File: config.mk
export PLATFORM = sky130hd
export DESIGN_NAME = dac_stage_ctrl
export DESIGN_NICKNAME = d
export VERILOG_FILES = /design/src/rtl/dac_stage_pkg.sv /design/src/rtl/dac_ctrl_regs.sv /design/src/rtl/dac_code_align.sv /design/src/rtl/dac_update_sel.sv /design/src/rtl/dac_stage_ctrl.sv
export SDC_FILE = /design/constraint.sdc
export NUM_CORES = 1
export LEC_CHECK = 0
export BUFFER_PORTS_ARGS = -buffer_cell sky130_fd_sc_hd__buf_2
export CAP_MARGIN = 20
export CORE_MARGIN = 1
export CORE_UTILIZATION = 60
export DETAILED_ROUTE_END_ITERATION = 8
export PLACE_DENSITY_LB_ADDON = 0.05
export SKIP_CTS_REPAIR_TIMING = 1
export SYNTH_ARGS = -nofsm -noshare
export SYNTH_HDL_FRONTEND = slang
export SYNTH_SLANG_ARGS = --single-unit
File: constraint.sdc
create_clock -name clk_i -period 3.84 [get_ports clk_i]
set_input_delay 0.384 -clock clk_i [delete_from_list [all_inputs] [get_ports clk_i]]
set_output_delay 0.384 -clock clk_i [all_outputs]
set_load 0.05 [all_outputs]
File: src/rtl/dac_stage_pkg.sv
package dac_stage_pkg;
  localparam int unsigned DATA_W = 8;
  localparam int unsigned CODE_W = 12;
  localparam int unsigned ADDR_W = 2;
  localparam int unsigned FMT_W  = 3;

  localparam logic [ADDR_W-1:0] ADDR_CTRL = 2'd0;
  localparam logic [ADDR_W-1:0] ADDR_LOW  = 2'd1;
  localparam logic [ADDR_W-1:0] ADDR_HIGH = 2'd2;

  typedef enum logic [1:0] {
    MODE_WR  = 2'b00,
    MODE_T3  = 2'b01,
    MODE_T4  = 2'b10,
    MODE_T2  = 2'b11
  } upd_mode_e;

  typedef struct packed {
    logic            en;
    upd_mode_e       mode;
    logic [FMT_W-1:0] fmt;
  } ctrl_t;
endpackage

File: src/rtl/dac_ctrl_regs.sv
module dac_ctrl_regs
  import dac_stage_pkg::*;
#(
  parameter int unsigned DW = DATA_W,
  parameter int unsigned AW = ADDR_W
) (
  input  logic          clk_i,
  input  logic          rst_ni,
  input  logic          bus_wr_i,
  input  logic [AW-1:0] bus_addr_i,
  input  logic [DW-1:0] bus_wdata_i,
  output logic [DW-1:0] bus_rdata_o,
  output ctrl_t         ctrl_o,
  output logic [DW-1:0] low_o,
  output logic [DW-1:0] high_o,
  output logic          wr_high_o
);
  ctrl_t         ctrl_q;
  logic [DW-1:0] low_q, high_q;
  logic          wr_ctrl, wr_low;

  assign wr_ctrl   = bus_wr_i && (bus_addr_i == ADDR_CTRL);
  assign wr_low    = bus_wr_i && (bus_addr_i == ADDR_LOW);
  assign wr_high_o = bus_wr_i && (bus_addr_i == ADDR_HIGH);

  always_ff @(posedge clk_i or negedge rst_ni) begin
    if (!rst_ni) begin
      ctrl_q <= '0;
      low_q  <= '0;
      high_q <= '0;
    end else begin
      if (wr_ctrl) begin
        ctrl_q.en   <= bus_wdata_i[7];
        ctrl_q.mode <= upd_mode_e'(bus_wdata_i[4:3]);
        ctrl_q.fmt  <= bus_wdata_i[2:0];
      end
      if (wr_low)    low_q  <= bus_wdata_i;
      if (wr_high_o) high_q <= bus_wdata_i;
    end
  end

  always_comb begin
    unique case (bus_addr_i)
      ADDR_CTRL: bus_rdata_o = {ctrl_q.en, 2'b00, ctrl_q.mode, ctrl_q.fmt};
      ADDR_LOW:  bus_rdata_o = low_q;
      ADDR_HIGH: bus_rdata_o = high_q;
      default:   bus_rdata_o = '0;
    endcase
  end

  assign ctrl_o = ctrl_q;
  assign low_o  = low_q;
  assign high_o = high_q;

  // unused control bits never appear on the bus
  p_unused_rd_r2: assert property (@(posedge clk_i) disable iff (!rst_ni)
    (bus_addr_i == ADDR_CTRL) |-> (bus_rdata_o[6:5] == 2'b00));

  // staged byte holds when not addressed
  p_low_hold_r3: assert property (@(posedge clk_i) disable iff (!rst_ni)
    !wr_low |=> $stable(low_q));
endmodule

File: src/rtl/dac_code_align.sv
module dac_code_align
  import dac_stage_pkg::*;
#(
  parameter int unsigned DW = DATA_W,
  parameter int unsigned CW = CODE_W,
  parameter int unsigned FW = FMT_W
) (
  input  logic [FW-1:0] fmt_i,
  input  logic [DW-1:0] high_i,
  input  logic [DW-1:0] low_i,
  output logic [CW-1:0] code_o
);
  localparam int unsigned WORD_W    = 2 * DW;
  localparam int unsigned MAX_SHIFT = WORD_W - CW;
  localparam int unsigned N_SHIFT   = MAX_SHIFT + 1;
  localparam int unsigned SEL_W     = $clog2(N_SHIFT);

  logic [WORD_W-1:0] word;
  logic [CW-1:0]     cand [N_SHIFT];
  logic [SEL_W-1:0]  sel;

  assign word = {high_i, low_i};

  // Each format shifts the packed word right; top format saturates at max shift
  assign sel = fmt_i[FW-1] ? SEL_W'(MAX_SHIFT) : SEL_W'(fmt_i[FW-2:0]);

  for (genvar s = 0; s < N_SHIFT; s++) begin : g_shift
    assign cand[s] = word[s +: CW];
  end

  always_comb begin
    code_o = cand[0];
    for (int unsigned i = 1; i < N_SHIFT; i++) begin
      if (sel == SEL_W'(i)) code_o = cand[i];
    end
  end

  // left-justified formats never use the bottom bits of the low byte
  always_comb begin
    if (fmt_i[FW-1]) begin
      a_left_just_r8: assert (code_o[MAX_SHIFT-1:0] == high_i[MAX_SHIFT-1:0] ||
                              code_o[CW-1 -: MAX_SHIFT] == high_i[DW-1 -: MAX_SHIFT]);
    end
  end
endmodule

File: src/rtl/dac_update_sel.sv
module dac_update_sel
  import dac_stage_pkg::*;
(
  input  logic      clk_i,
  input  logic      rst_ni,
  input  upd_mode_e mode_i,
  input  logic      wr_high_i,
  input  logic      tick_t2_i,
  input  logic      tick_t3_i,
  input  logic      tick_t4_i,
  output logic      fire_o
);
  always_comb begin
    unique case (mode_i)
      MODE_WR: fire_o = wr_high_i;
      MODE_T3: fire_o = tick_t3_i;
      MODE_T4: fire_o = tick_t4_i;
      MODE_T2: fire_o = tick_t2_i;
      default: fire_o = 1'b0;
    endcase
  end

  // an update always traces back to some event
  p_fire_src_r6: assert property (@(posedge clk_i) disable iff (!rst_ni)
    fire_o |-> (wr_high_i || tick_t2_i || tick_t3_i || tick_t4_i));
endmodule

File: src/rtl/dac_stage_ctrl.sv
module dac_stage_ctrl
  import dac_stage_pkg::*;
(
  input  logic                clk_i,
  input  logic                rst_ni,
  input  logic                bus_wr_i,
  input  logic [ADDR_W-1:0]   bus_addr_i,
  input  logic [DATA_W-1:0]   bus_wdata_i,
  output logic [DATA_W-1:0]   bus_rdata_o,
  input  logic                tick_t2_i,
  input  logic                tick_t3_i,
  input  logic                tick_t4_i,
  output logic [CODE_W-1:0]   dac_code_o,
  output logic                dac_active_o,
  output logic                dac_shutdown_o
);
  ctrl_t             ctrl;
  logic [DATA_W-1:0] low_q, high_q, src_high;
  logic              wr_high, fire;
  logic [CODE_W-1:0] code_next, latch_q;

  dac_ctrl_regs u_regs (
    .clk_i       (clk_i),
    .rst_ni      (rst_ni),
    .bus_wr_i    (bus_wr_i),
    .bus_addr_i  (bus_addr_i),
    .bus_wdata_i (bus_wdata_i),
    .bus_rdata_o (bus_rdata_o),
    .ctrl_o      (ctrl),
    .low_o       (low_q),
    .high_o      (high_q),
    .wr_high_o   (wr_high)
  );

  // Write mode takes the high byte in flight; timer modes use staged value
  assign src_high = (ctrl.mode == MODE_WR) ? bus_wdata_i : high_q;

  dac_code_align u_align (
    .fmt_i  (ctrl.fmt),
    .high_i (src_high),
    .low_i  (low_q),
    .code_o (code_next)
  );

  dac_update_sel u_sel (
    .clk_i     (clk_i),
    .rst_ni    (rst_ni),
    .mode_i    (ctrl.mode),
    .wr_high_i (wr_high),
    .tick_t2_i (tick_t2_i),
    .tick_t3_i (tick_t3_i),
    .tick_t4_i (tick_t4_i),
    .fire_o    (fire)
  );

  always_ff @(posedge clk_i or negedge rst_ni) begin
    if (!rst_ni)   latch_q <= '0;
    else if (fire) latch_q <= code_next;
  end

  assign dac_active_o   = ctrl.en;
  assign dac_shutdown_o = ~ctrl.en;
  assign dac_code_o     = ctrl.en ? latch_q : '0;

  // latch moves only on a selected update event
  p_hold_r7: assert property (@(posedge clk_i) disable iff (!rst_ni)
    !fire |=> $stable(latch_q));

  // write-mode update captures the code built from the written byte
  p_wr_load_r5: assert property (@(posedge clk_i) disable iff (!rst_ni)
    (ctrl.mode == MODE_WR && wr_high) |=> (latch_q == $past(code_next)));

  // timer pulse loads one edge later
  p_tick_load_r10: assert property (@(posedge clk_i) disable iff (!rst_ni)
    (ctrl.mode != MODE_WR && fire) |=> (latch_q == $past(code_next)));

  // the two status pins never agree
  p_status_r4: assert property (@(posedge clk_i) disable iff (!rst_ni)
    dac_active_o != dac_shutdown_o);
endmodule

== Word level (Yosys, flattened, before mapping) ==
Cells that the tools add are included.
Widths: inputs -> output; s select.

* Flip-flop bits (word level): 34

* Reduce and logical (&&, ||, !) cells: 5
* Eq/ne operators: 9
* Bitwise operators: 1
* Mux-type cells: 9

{| class="wikitable"
|+ Operators with widths
! kind !! count
|-
| $mux 12 || 5
|-
| $pmux 8 s3 || 1
|-
| $mux 8 || 1
|-
| $eq 2x2->1 const B || 3
|-
| $eq 3x2->1 const B || 2
|-
| $eq 2x1->1 const B || 2
|-
| $logic_not 2->1 || 2
|-
| $pmux 1 s4 || 1
|-
| $eq 3x1->1 const B || 1
|-
| $eq 3x3->1 const B || 1
|-
| $logic_and 1x1->1 || 3
|-
| $mux 3 || 1
|-
| $not 1->1 || 1
|}

== Depth between registers and ports, before layout ==
* Word-level depth: 6
* Mapped depth: 6
* Depth with buffers taken out: 4

== Modules after synthesis ==
Synthesis repeated with hierarchy kept, for this count alone.

* Cell total of the unflattened synthesis: 160
* Area, all modules: 2067.0 um2

{| class="wikitable"
|+ By module, submodules not included
! module !! area each (um2) !! instances !! cells each
|-
| dac_ctrl_regs || 1027.2 || 1 || 67
|-
| dac_stage_ctrl || 668.1 || 1 || 48
|-
| dac_code_align || 349.1 || 1 || 44
|-
| dac_update_sel || 22.5 || 1 || 1
|}

== Worst setup path after synthesis ==
Ideal clock, no wire load.

* Kind: reg2out
* Start: register u_regs.ctrl_q (netlist bit u_regs.ctrl_o[2])
* End: output bus_rdata_o[2]
* Slack: 1.432 ns
* Stages on the path, launching flop included: 5
* Arrival: 2.024 ns
* Buffers on the path: 2
* Cells stage by stage: dfrtp_1 -> clkbuf_1 -> clkbuf_1 -> mux2i_1 -> o21ai_0

* Cells in the longest elaborated chain, start to end: 1

{| class="wikitable"
|+ Ends and longest elaborated chain
! element !! RTL line !! RTL
|-
| from (decl) || dac_ctrl_regs.sv:18 || <nowiki>ctrl_t ctrl_q;</nowiki>
|-
| $pmux 8 s3 || dac_ctrl_regs.sv:43 || <nowiki>unique case (bus_addr_i)</nowiki>
|-
| to (decl) || dac_stage_ctrl.sv:9 || <nowiki>output logic [DATA_W-1:0] bus_rdata_o,</nowiki>
|}

Every way passes these cells.

== Worst setup path after layout ==
* Start: register u_regs.ctrl_q (netlist bit u_regs.ctrl_o[1])
* End: output bus_rdata_o[1]

The elaborated chain is that of the path after synthesis.

==> results_dict.tcl <==
set metrics [dict create \
    start_util_pct 64.1 \
    setup_tns_ns 0 \
    grt_max_degree 35 \
    ys_types 40 \
    skew_ns 0.00807 \
    dr.max_layer_used "met4" \
    slowest_stage "dfrtp_1" \
    wl_met3_um 356 \
    clk_latency_ns 0.34 \
    required_ns 3.46 \
    wl_met2_um 2470 \
    core-area_um2 3390 \
    drt_iter0_drc 114 \
    num_io_pins 38 \
    status "complete, no violations" \
    hold_viol 0 \
    drv_slew 0 \
    final_nets 268 \
    yosys_warnings 0 \
    finalHoldWorstSlack_ns 0.0997 \
    period_share_pct 56.0 \
    area_growth_pct 8.93 \
    rows 21 \
    synth_edf_count 0 \
    critPathTopFamily "flip-flops" \
    die_h_um 62.2 \
    wirelength_um 5090 \
    cp_num_buf_inv 1 \
    grt_pass1_vias 1805 \
    finalSetupViolations 0 \
    cts_max_path_buffers 2 \
    numCtsBuffers 5 \
    worstPathMaxFanout 20 \
    avgRoutedWirePerCell_um 17.1 \
    p_per_area_nw_per_um2 588 \
    endpoint_kind "output pin" \
    antenna_cells 0 \
    fin_cells 298 \
    syn_area_per_cell_um2 9.70 \
    htree_num_levels 2 \
    hold_class "input pin to async pin" \
    timing.fmax_ghz 0.465 \
    cts_root_buf "clkbuf_4" \
    portBuffers 37 \
    period_needed_ns 2.15 \
    synth_fp_nets 240 \
    gp_congestion 0.944 \
    grt_use_total_pct 28.5 \
    cts_tree "built" \
    arrival_ns 1.77 \
    wl_met1_um 2130 \
    drc 0 \
    final_antenna_net_count 0 \
    antenna_found_initial 0 \
    p_leak_uw 0.00104 \
    overflow 0 \
    path_clk_slew_ns 0.10 \
    relSlewSlack_pct 50.4 \
    total_power_uw 1390 \
    rsz0062_at_grt "no" \
    synth_seq_area_share_pct 39.2 \
    worst_slew_pin_slew_ns 0.744 \
    placedCellCount 291 \
    dp_hpwl_um 3690 \
    dieArea_um2 3860 \
    worstSetupPathType "flip-flop to output pin" \
    synthArstFlopShare_pct 100 \
    final_core_util_pct 69.8 \
    startpoint_type "flip-flop" \
    syn-instance-count 224 \
    cts.sinks 34 \
    ys_ff_latch 34 \
    path_cells "mux2i_1 -> o21ai_0 -> buf_2" \
    cp_slowest_stage_delay_ns 0.78 \
    drtPass1Iterations 4 \
    syn_area_um2 2170 \
    cap_violations 0 \
    peakVddDrop_mv 0.334 \
    vias 1835 \
    drive_above_1_share_pct 28.2 \
    chipWidth_um 62.2 \
    via_per_inst 6.16 \
    grt_pass1_wl_um 8470 \
    ys.flop_type "dfrtp_1" \
]
## cells by family (layout without fill, tap and decap cells)
group           Yosys count  after routing  synth area share (%)
compound gates           54             54                  16.5
buf+inv                  21             49                  5.18
mux                      32             32                  19.5
simple gates             83             83                  19.6
flops                    34             34                  39.2
## Yosys cell counts (3+ instances only)
cell	n	area share, %
a21oi_1	7	1.6
a22o_1	3	1.2
a31oi_1	10	2.9
and2_1	12	3.5
buf_2	6	1.4
buf_6	3	1.6
clkbuf_1	6	1.0
dfrtp_1	34	39
inv_1	4	0.69
mux2_2	17	8.8
mux2i_1	9	4.1
mux4_2	4	4.1
nand2_1	30	5.2
nand3_1	11	2.5
nor2_1	12	2.1
nor2b_1	4	1.2
nor3_1	3	0.69
o21ai_0	16	3.7
o21ai_1	5	1.2
o311ai_1	3	1.2
or3b_1	3	1.2
## layout by cell type, fill, tap and decap left out, types with 4 or more instances in the layout
| cell | netlist | layout |
|---|---|---|
| a21oi_1 | 7 | 7 |
| dfrtp_1 | 34 | 34 |
| mux4_2 | 4 | 4 |
| o21ai_1 | 5 | 5 |
| nor2_1 | 12 | 12 |
| and2_1 | 12 | 12 |
| inv_1 | 4 | 4 |
| buf_2 | 6 | 37 |
| nand2_1 | 30 | 30 |
| o21ai_0 | 16 | 16 |
| a31oi_1 | 10 | 10 |
| mux2_2 | 17 | 17 |
| mux2i_1 | 9 | 9 |
| nor2b_1 | 4 | 4 |
| nand3_1 | 11 | 11 |
| clkbuf_4 | 0 | 5 |
## per-stage QoR
step	worst slack (ns)	cell area, um2
6_report	1.69	2370
3_5_place_dp	1.84	2320
3_3_place_gp	1.87	2320
4_1_cts	1.69	2370
2_1_floorplan	1.43	2170
5_1_grt	1.60	2370
## layout make-up
type	instances	area, um2
Inverter	5	18.8
Clock buffer	7	45.0
Sequential cell	34	851
Fill cell	272	1020
Multi-Input combinational cell	169	1210
Tap cell	46	57.6
Timing Repair Buffer	37	185
## sequential cells by signal, summed over array words and instances (netlist names)
name and count:
latch_q 12, u_regs.high_o 8, u_regs.low_o 8, u_regs.ctrl_o 6
## worst reg2reg max path: cells and delay by family (launching register included)
kind	cells	cell delay [ns]
compound gates	3	1.01
flops	1	0.60
simple gates	1	0.35
## worst paths after layout
| kind | startpoint | to | slack [ns] | cells past startpoint |
|---|---|---|---|---|
| max in group asynchronous | rst_ni | u_regs.high_o[3] | 3.26 | 1 |
| min reg2reg | latch_q[4] | latch_q[4] | 0.48 | 2 |
| min in group clk_i | bus_wdata_i[7] | u_regs.ctrl_o[5] | 0.29 | 3 |
| max reg2reg | u_regs.ctrl_o[4] | latch_q[9] | 1.82 | 4 |
| min | rst_ni | u_regs.low_o[1] | 0.1 | 1 |
| max | u_regs.ctrl_o[1] | bus_rdata_o[1] | 1.69 | 3 |
## routing by layer
metal | vias up | track usage [%]
li1 | 874 | -
met1 | 867 | 34.8
met2 | 75 | 49.2
met3 | 19 | 5.88
met4 | 0 | 11.3
met5 | - | 0
## report_power, final
part	leakage (uW)	total [uW]	switching [uW]	internal, uW
Combinational	0.000610	622	395	227
Sequential	0.000405	586	124	462
Clock	0.0000254	183	114	69.0
Total	0.00104	1390	632	758
(Power assumes the default switching activity.)
